==> config.mk <==
export PLATFORM = sky130hd
export DESIGN_NAME = irt_ctrl
export DESIGN_NICKNAME = d
export VERILOG_FILES = /design/src/rtl/irt_pkg.sv /design/src/rtl/irt_regfile.sv /design/src/rtl/irt_pin_unit.sv /design/src/rtl/irt_arbiter.sv /design/src/rtl/irt_ctrl.sv
export SDC_FILE = /design/constraint.sdc
export NUM_CORES = 1
export LEC_CHECK = 0
export BUFFER_PORTS_ARGS = -buffer_cell sky130_fd_sc_hd__buf_2
export CAP_MARGIN = 20
export CORE_MARGIN = 3
export CORE_UTILIZATION = 61
export CTS_BUF_LIST = sky130_fd_sc_hd__clkbuf_16
export CTS_CLUSTER_DIAMETER = 150
export DETAILED_ROUTE_END_ITERATION = 8
export GPL_TIMING_DRIVEN = 0
export PLACE_DENSITY = 0.8
export SYNTH_ARGS = -nofsm -noshare
export SYNTH_HDL_FRONTEND = slang
export SYNTH_HIERARCHICAL = 1
export SYNTH_SLANG_ARGS = --single-unit
==> constraint.sdc <==
create_clock -name clk -period 2.86 [get_ports clk]
set_input_delay 0.572 -clock clk [delete_from_list [all_inputs] [get_ports clk]]
set_output_delay 0.572 -clock clk [all_outputs]
set_load 0.01 [all_outputs]
==> src/rtl/irt_pkg.sv <==
package irt_pkg;

    localparam int IDX_W = 8;
    localparam logic [1:0] ADDR_SEL = 2'd0;
    localparam logic [1:0] ADDR_WIN = 2'd1;
    localparam logic [1:0] ADDR_EOI = 2'd2;
    localparam logic [IDX_W-1:0] IDX_VERSION  = 8'h01;
    localparam logic [IDX_W-1:0] IDX_RTE_BASE = 8'h10;

    // low-word bit positions
    localparam int LO_DMODE  = 8;
    localparam int LO_POL    = 13;
    localparam int LO_REMOTE = 14;
    localparam int LO_LEVEL  = 15;
    localparam int LO_MASK   = 16;
    localparam int HI_DEST   = 16;

    typedef struct packed {
        logic [7:0]  vector;
        logic [2:0]  dmode;
        logic        pol;    // 1 = active low
        logic        level;  // 1 = level sensitive
        logic        mask;
        logic [15:0] dest;
    } rte_t;

    typedef struct packed {
        logic [7:0]  vector;
        logic [2:0]  dmode;
        logic [15:0] dest;
        logic        level;
    } msg_t;

    localparam rte_t RTE_RESET = '{vector: 8'h00, dmode: 3'd0, pol: 1'b0,
                                   level: 1'b0, mask: 1'b1, dest: 16'h0000};

    function automatic logic [31:0] pack_low(rte_t e, logic remote);
        logic [31:0] w;
        w = '0;
        w[7:0] = e.vector;
        w[LO_DMODE +: 3] = e.dmode;
        w[LO_POL] = e.pol;
        w[LO_REMOTE] = remote;
        w[LO_LEVEL] = e.level;
        w[LO_MASK] = e.mask;
        return w;
    endfunction

    function automatic logic [31:0] pack_high(rte_t e);
        return {e.dest, 16'h0000};
    endfunction

    function automatic rte_t unpack_low(rte_t old, logic [31:0] w);
        rte_t e;
        e = old;
        e.vector = w[7:0];
        e.dmode  = w[LO_DMODE +: 3];
        e.pol    = w[LO_POL];
        e.level  = w[LO_LEVEL];
        e.mask   = w[LO_MASK];
        return e;
    endfunction

    function automatic logic [31:0] version_word(logic [7:0] ver, logic [7:0] max_pin);
        return {8'h00, max_pin, 8'h00, ver};
    endfunction

endpackage

==> src/rtl/irt_regfile.sv <==
module irt_regfile
    import irt_pkg::*;
#(
    parameter int NUM_PINS = 8,
    parameter logic [7:0] VERSION = 8'h21
) (
    input  logic                 clk,
    input  logic                 rst,
    input  logic                 bus_wr,
    input  logic [1:0]           bus_addr,
    input  logic [31:0]          bus_wdata,
    input  logic [NUM_PINS-1:0]  remote_i,
    output logic [31:0]          bus_rdata,
    output rte_t [NUM_PINS-1:0]  rte_o,
    output logic                 eoi_valid_o,
    output logic [7:0]           eoi_vector_o
);
    localparam int PW = $clog2(NUM_PINS);
    localparam int RTE_END = 16 + 2 * NUM_PINS;
    localparam logic [7:0] MAX_PIN = 8'(NUM_PINS - 1);

    logic [IDX_W-1:0] sel_q;
    logic [IDX_W-1:0] rel;
    logic             win_is_rte;
    logic             win_hi;
    logic [PW-1:0]    win_pin;
    rte_t [NUM_PINS-1:0] rte_q;

    always_comb begin
        rel        = sel_q - IDX_RTE_BASE;
        win_is_rte = (int'(sel_q) >= int'(IDX_RTE_BASE)) && (int'(sel_q) < RTE_END);
        win_hi     = rel[0];
        win_pin    = rel[PW:1];
    end

    always_ff @(posedge clk) begin
        if (rst) begin
            sel_q <= '0;
            for (int p = 0; p < NUM_PINS; p++) rte_q[p] <= RTE_RESET;
        end else if (bus_wr) begin
            if (bus_addr == ADDR_SEL) begin
                sel_q <= bus_wdata[IDX_W-1:0];
            end else if (bus_addr == ADDR_WIN && win_is_rte) begin
                if (win_hi) rte_q[win_pin].dest <= bus_wdata[HI_DEST +: 16];
                else        rte_q[win_pin] <= unpack_low(rte_q[win_pin], bus_wdata);
            end
        end
    end

    always_comb begin
        if (sel_q == IDX_VERSION)
            bus_rdata = version_word(VERSION, MAX_PIN);
        else if (win_is_rte)
            bus_rdata = win_hi ? pack_high(rte_q[win_pin])
                               : pack_low(rte_q[win_pin], remote_i[win_pin]);
        else
            bus_rdata = '0;
    end

    assign rte_o        = rte_q;
    assign eoi_valid_o  = bus_wr && (bus_addr == ADDR_EOI);
    assign eoi_vector_o = bus_wdata[7:0];

endmodule

==> src/rtl/irt_pin_unit.sv <==
module irt_pin_unit
    import irt_pkg::*;
(
    input  logic       clk,
    input  logic       rst,
    input  logic       pin_raw,
    input  rte_t       cfg,
    input  logic       accept,
    input  logic       eoi_valid,
    input  logic [7:0] eoi_vector,
    output logic       req,
    output logic       remote
);
    logic [1:0] sync_q;
    logic       prev_q;
    logic       pend_q;
    logic       remote_q;
    logic       act;

    assign act = sync_q[1] ^ cfg.pol;

    always_ff @(posedge clk) begin
        if (rst) begin
            sync_q   <= '0;
            prev_q   <= 1'b0;
            pend_q   <= 1'b0;
            remote_q <= 1'b0;
        end else begin
            sync_q <= {sync_q[0], pin_raw};
            prev_q <= act;
            // edge path: a masked edge is dropped, never stored
            if (cfg.mask || cfg.level)  pend_q <= 1'b0;
            else if (act && !prev_q)    pend_q <= 1'b1;
            else if (accept)            pend_q <= 1'b0;
            // level path: remote flag set on delivery, cleared by matching EOI
            if (!cfg.level)             remote_q <= 1'b0;
            else if (accept)            remote_q <= 1'b1;
            else if (eoi_valid && eoi_vector == cfg.vector) remote_q <= 1'b0;
        end
    end

    assign req    = cfg.level ? (act && !cfg.mask && !remote_q) : pend_q;
    assign remote = remote_q;

endmodule

==> src/rtl/irt_arbiter.sv <==
module irt_arbiter
    import irt_pkg::*;
#(
    parameter int NUM_PINS = 8
) (
    input  logic                 clk,
    input  logic                 rst,
    input  logic [NUM_PINS-1:0]  req_vec,
    input  rte_t [NUM_PINS-1:0]  rte_i,
    input  logic                 msg_ready,
    output logic                 msg_valid,
    output msg_t                 msg_o,
    output logic [$clog2(NUM_PINS)-1:0] msg_pin,
    output logic [NUM_PINS-1:0]  accept_vec
);
    localparam int PW = $clog2(NUM_PINS);

    logic [PW-1:0] pick;
    logic          any_req;
    logic          valid_q;
    msg_t          msg_q;
    logic [PW-1:0] pin_q;

    always_comb begin
        pick = '0;
        for (int p = NUM_PINS - 1; p >= 0; p--)
            if (req_vec[p]) pick = PW'(p);
        any_req = |req_vec;
    end

    always_ff @(posedge clk) begin
        if (rst) begin
            valid_q <= 1'b0;
            msg_q   <= '0;
            pin_q   <= '0;
        end else if (valid_q && msg_ready) begin
            valid_q <= 1'b0;
        end else if (!valid_q && any_req) begin
            valid_q      <= 1'b1;
            pin_q        <= pick;
            msg_q.vector <= rte_i[pick].vector;
            msg_q.dmode  <= rte_i[pick].dmode;
            msg_q.dest   <= rte_i[pick].dest;
            msg_q.level  <= rte_i[pick].level;
        end
    end

    always_comb begin
        accept_vec = '0;
        if (valid_q && msg_ready) accept_vec[pin_q] = 1'b1;
    end

    assign msg_valid = valid_q;
    assign msg_o     = msg_q;
    assign msg_pin   = pin_q;

endmodule

==> src/rtl/irt_ctrl.sv <==
module irt_ctrl
    import irt_pkg::*;
#(
    parameter int NUM_PINS = 8,
    parameter logic [7:0] VERSION = 8'h21
) (
    input  logic                clk,
    input  logic                rst,
    input  logic [NUM_PINS-1:0] irq_in,
    input  logic                bus_wr,
    input  logic [1:0]          bus_addr,
    input  logic [31:0]         bus_wdata,
    output logic [31:0]         bus_rdata,
    output logic                msg_valid,
    input  logic                msg_ready,
    output logic [7:0]          msg_vector,
    output logic [2:0]          msg_dmode,
    output logic [15:0]         msg_dest
);
    localparam int PW = $clog2(NUM_PINS);

    rte_t [NUM_PINS-1:0] rte;
    logic [NUM_PINS-1:0] req_vec;
    logic [NUM_PINS-1:0] remote_vec;
    logic [NUM_PINS-1:0] accept_vec;
    logic [NUM_PINS-1:0] mask_vec;
    logic                eoi_valid;
    logic [7:0]          eoi_vector;
    msg_t                msg;
    logic [PW-1:0]       msg_pin;

    irt_regfile #(.NUM_PINS(NUM_PINS), .VERSION(VERSION)) u_regs (
        .clk(clk), .rst(rst), .bus_wr(bus_wr), .bus_addr(bus_addr),
        .bus_wdata(bus_wdata), .remote_i(remote_vec), .bus_rdata(bus_rdata),
        .rte_o(rte), .eoi_valid_o(eoi_valid), .eoi_vector_o(eoi_vector)
    );

    for (genvar p = 0; p < NUM_PINS; p++) begin : g_pin
        irt_pin_unit u_pin (
            .clk(clk), .rst(rst), .pin_raw(irq_in[p]), .cfg(rte[p]),
            .accept(accept_vec[p]), .eoi_valid(eoi_valid), .eoi_vector(eoi_vector),
            .req(req_vec[p]), .remote(remote_vec[p])
        );
        assign mask_vec[p] = rte[p].mask;
    end

    irt_arbiter #(.NUM_PINS(NUM_PINS)) u_arb (
        .clk(clk), .rst(rst), .req_vec(req_vec), .rte_i(rte),
        .msg_ready(msg_ready), .msg_valid(msg_valid), .msg_o(msg),
        .msg_pin(msg_pin), .accept_vec(accept_vec)
    );

    assign msg_vector = msg.vector;
    assign msg_dmode  = msg.dmode;
    assign msg_dest   = msg.dest;

endmodule

# Yosys cells after proc, flatten, opt, wreduce, memory -nomap -nowiden
# Cells that the tools add are included.
# word_totals
wordCells,300
register_bits,319
in_bits,46
# classes
n_bitwise,18
add_sub_neg,1
order_cmp,7
mux,67
n_reduce_logical,110
n_eq_ne,11
# ops
op,n
$bwmux 240,2
$mux 240,1
$bmux 30 s3,2
$demux 30 s3,2
$mux 32,3
$mux 30,3
$eq 8x8->1,8
$mux 1,42
$logic_and 1x1->1,39
$reduce_or 2->1,17
$reduce_bool 2->1,16
$logic_not 1->1,25
$mux 3,8
$mux 16,1
$lt 3x4->1 const B,3
$not 1->1,10
$eq 8x1->1 const B,1
$ge 8x5->1 const B,1
$logic_or 1x1->1,8
$lt 8x6->1 const B,1
$mux 8,1
$reduce_or 8->1,1
$xor 1x1->1,8
$ge 3x1->1 const B,2
other kinds (8),9

# Depth between registers and ports, before layout
# depth
word_depth,14
depth_mapped,10

# Hierarchy
# Netlist, hierarchy kept.
# modules_own_cells
mod,area_each_um2,instances,cells_each,seq_area_each_um2
irt_regfile,11449.7,1,1203,4964.8
irt_arbiter,3099.2,1,378,640.6
irt_pin_unit,265.3,8,28,100.1

# Worst setup path after synthesis
# OpenSTA, ideal clock, no wires.
# synth_path
path_type,reg2reg
startpoint,"register u_regs.rte_q, in the netlist u_regs/rte_o[107]"
endpoint,"register u_arb.msg_q, in the netlist u_arb/msg_o[12]"
t_arrival_ps,2475
t_required_ps,2726
stages_incl_launch_ff,10
setup_ps,134
period_less_slack_ps,2609
path_slack_ps,251
cell_sequence,dfxtp_1 or3b_1 o22ai_1 nor2_1 a221o_1 buf_6 buf_6 mux2_4 a221oi_1 o211ai_1
# synth_between
elab_chain_len,7
elab_cells_between_ends,10
cone_classes,mux: 7; reduce/logical: 3
# synth_lines
element,line_no,text
"start, declared",irt_regfile.sv:27,rte_t [NUM_PINS-1:0] rte_q;
"start signal, assigned by index",irt_regfile.sv:45,"else rte_q[win_pin] <= unpack_low(rte_q[win_pin], bus_wdata);"
$mux 1 *,irt_pin_unit.sv:42,assign req = cfg.level ? (act && !cfg.mask && !remote_q) : pend_q;
via req_vec[3],irt_ctrl.sv:23,logic [NUM_PINS-1:0] req_vec;
$mux 3 (4 in series),irt_arbiter.sv:27,if (req_vec[p]) pick = PW'(p);
$bmux 30 s3,irt_arbiter.sv:43,msg_q.dest <= rte_i[pick].dest;
$mux 30,n/a,
"end, declared",irt_arbiter.sv:21,msg_t msg_q;
# Mark *: on every way through the listed nets, which the timed path passes. The rest lies on a longest branch. The select of a mux whose other input is x is not followed.
# A chain may end at the register's enable or synchronous reset.

# Worst setup path in the final report
# layout_path
startpoint,register u_regs.sel_q[3]
endpoint,output port bus_rdata[0]
# layout_between
elab_chain_len,6
elab_cells_between_ends,10
cone_classes,add/sub: 1; order compare: 2; eq/ne: 1; mux: 5; reduce/logical: 1
# layout_lines
element,line_no,text
"start, declared",irt_regfile.sv:22,logic [IDX_W-1:0] sel_q;
"start signal, assigned",irt_regfile.sv:42,sel_q <= bus_wdata[IDX_W-1:0];
$sub 4x1->4,irt_regfile.sv:30,rel = sel_q - IDX_RTE_BASE;
$bmux 30 s3,irt_regfile.sv:55,": pack_low(rte_q[win_pin], remote_i[win_pin]);"
$mux 30,n/a,
$mux 32,irt_regfile.sv:54,bus_rdata = win_hi ? pack_high(rte_q[win_pin])
$mux 32,irt_regfile.sv:53,else if (win_is_rte)
$mux 32 *,irt_regfile.sv:51,if (sel_q == IDX_VERSION)
"end, declared",irt_ctrl.sv:13,"output logic [31:0] bus_rdata,"
# Every way passes the cells marked *; elsewhere a longest branch is shown, timed or not. The select of a mux whose other input is x is not followed.

==> impl_metrics.toml <==
[die]
io_pins = 106
rows = 59
dieHeight_um = 170.9
coreArea_sq_um = 26430
die_x_um = 170.9
start_util_pct = 62.78
die_area_sq_um = 29210

[timing]
period_share_pct = 103.7
fmax_mhz = 337.0
min_period_ns = 2.967
worst_slew_pin_slew_ns = 1.156
final_hold_viol_count = 0
setup_viol = 19
tns_ns = -0.8541
relSlewSlack_pct = 22.26
slew_violations = 0
skew_ns = 0.01556
rsz0062_at_grt = "yes"
postLayoutSetupSlackWorst_ns = -0.1072

[worst_setup_path]
slowest_stage = "dfxtp_4"
cp_max_fo = 10
cp.required_ns = 2.29
crit_family = "buffers and inverters"
path_buf_inv = 5
crit_path_end_kind = "output pin"
critical_path_class = "register to output pin"
cp_slowest_stage_delay_ns = 0.37
critPathLaunchType = "register"
crit_chain = "buf_8 > buf_12 > clkbuf_16 > nor2_2 > nand4_1 > buf_4 > o21ai_0 > buf_2"
critPathArrivalTime_ns = 2.40

[clock_network]
root_buffer = "clkbuf_16"
clkTransAtPathRegs_ns = 0.06
htreeDepth = 2
cts_sinks = 319
cts_tree = "done"
cts_made_buffers = 35
clock_latency_ns = 0.52
clockBufferDepth = 3

[final_layout]
nets = 1990
post-route-util_pct = 74.33
layout_commonest_cell = "dfxtp_1"
area_growth_pct = 18.41
layout-drive-gt1-share_pct = 18.37
final_cell_mix = "dfxtp_1, mux2i_1, nor2_1"

[min_path]
hp-class = "primary input to register"

[global_routing]
grt_antenna_before_repair = 1
grt_start_max_net_pins = 45
grt_pass1_wl_um = 95460
grt_pass1_vias = 15790
gr-total-overflow = 0
track_usage_pct = 43.15

[detailed_routing]
first_iter_violations = 3346
ant_nets = 0
drt_pass1_iterations = 9
wl_um = 66400
viasPerCell = 7.249
vias = 16680
routedWlPerCell_um = 28.86
drcViolationCount = 1

[run]
cap_violations = 0

[logic_synthesis]
synth_cells = 1797
synth_warnings = 6
syn-cell-area_sq_um = 16590
syn_avg_cell_area_sq_um = 9.233

[outcome]
status = "finished with violations"
failed_checks = "DRC, setup timing"

[power_and_ir_drop]
leakagePower_nw = 6.938
p_per_area_nw_per_um2 = 499.6
vdd_drop_max_mv = 0.4139

[place]
post-dp-hpwl_um = 44000
port_buffers = 86
place.gp.congestion = 1.007
[metrics by stage]
step	hold slack (ns)	power [mW]	instances	cell area, sq um	setup WS (ns)
2_1_floorplan	0.4138	4.881	1798	16590	0.2736
3_3_place_gp	0.4226	5.072	2219	17440	-0.6801
3_5_place_dp	0.4268	5.079	2219	17440	-0.7002
4_1_cts	0.2593	9.738	2288	19240	0.006367
5_1_grt	0.2727	9.970	2300	19640	-0.09627
6_report	0.2624	9.814	2301	19650	-0.1072
[registers in the layout, summed over array words and instances (netlist names)]
name,flops
g_pin.u_pin/pend_q,8
g_pin.u_pin/prev_q,8
g_pin.u_pin/remote,8
g_pin.u_pin/sync_q,16
u_arb/msg_o,27
u_arb/msg_pin,3
u_arb/msg_valid,1
u_regs/rte_o,240
u_regs/sel_q,8
[metal layers]
layer	vias to the layer above	share of wire (%)	global-route usage, %
li1	6872	-	-
met3	508	15	12.32
met5	-	0	0
met2	1647	41	63.99
met4	0	9.6	31.11
met1	7652	35	53.75
[worst paths after layout]
check / from / endpoint / slack, ns / depth (start not counted)
worst min register to register: g_pin[4].u_pin/sync_q[0]$_SDFF_PP0_ / g_pin[4].u_pin/sync_q[1]$_SDFF_PP0_ / 0.44 / 1
worst max register to register: u_regs/rte_o[107]$_SDFFE_PP0P_ / u_arb/msg_o[5]$_SDFFE_PP0P_ / -0.05 / 9
worst max-delay path: u_regs/sel_q[3]$_SDFFE_PP0P_ / bus_rdata[0] / -0.11 / 8
worst min-delay path: irq_in[3] / g_pin[3].u_pin/sync_q[0]$_SDFF_PP0_ / 0.26 / 2
[repair_timing]
action	4_1_cts	5_1_grt
pin swaps	6	9
setup buffers	15	14
endpoints found under the setup margin	160	70
gates resized for setup	147	87
hold buffers	0	0
endpoints found under the hold margin	0	0
[layout make-up]
class | count | area [sq um]
flip-flops and latches | 319 | 6401
plain buffers | 158 | 1069
clock buffers | 37 | 925.9
clock inverters | 21 | 251.5
inverters | 42 | 157.7
repair buffers | 115 | 694.4
fillers | 1837 | 6783
well taps | 335 | 419.2
multi-input cells | 1273 | 9724
diodes | 1 | 2.502
[where the power goes]
part	internal, mW	switching, mW
Sequential	4.46	0.0132
Combinational	0.209	0.408
Clock	2.87	1.86
Note: power is estimated with default switching activity, not from simulation.
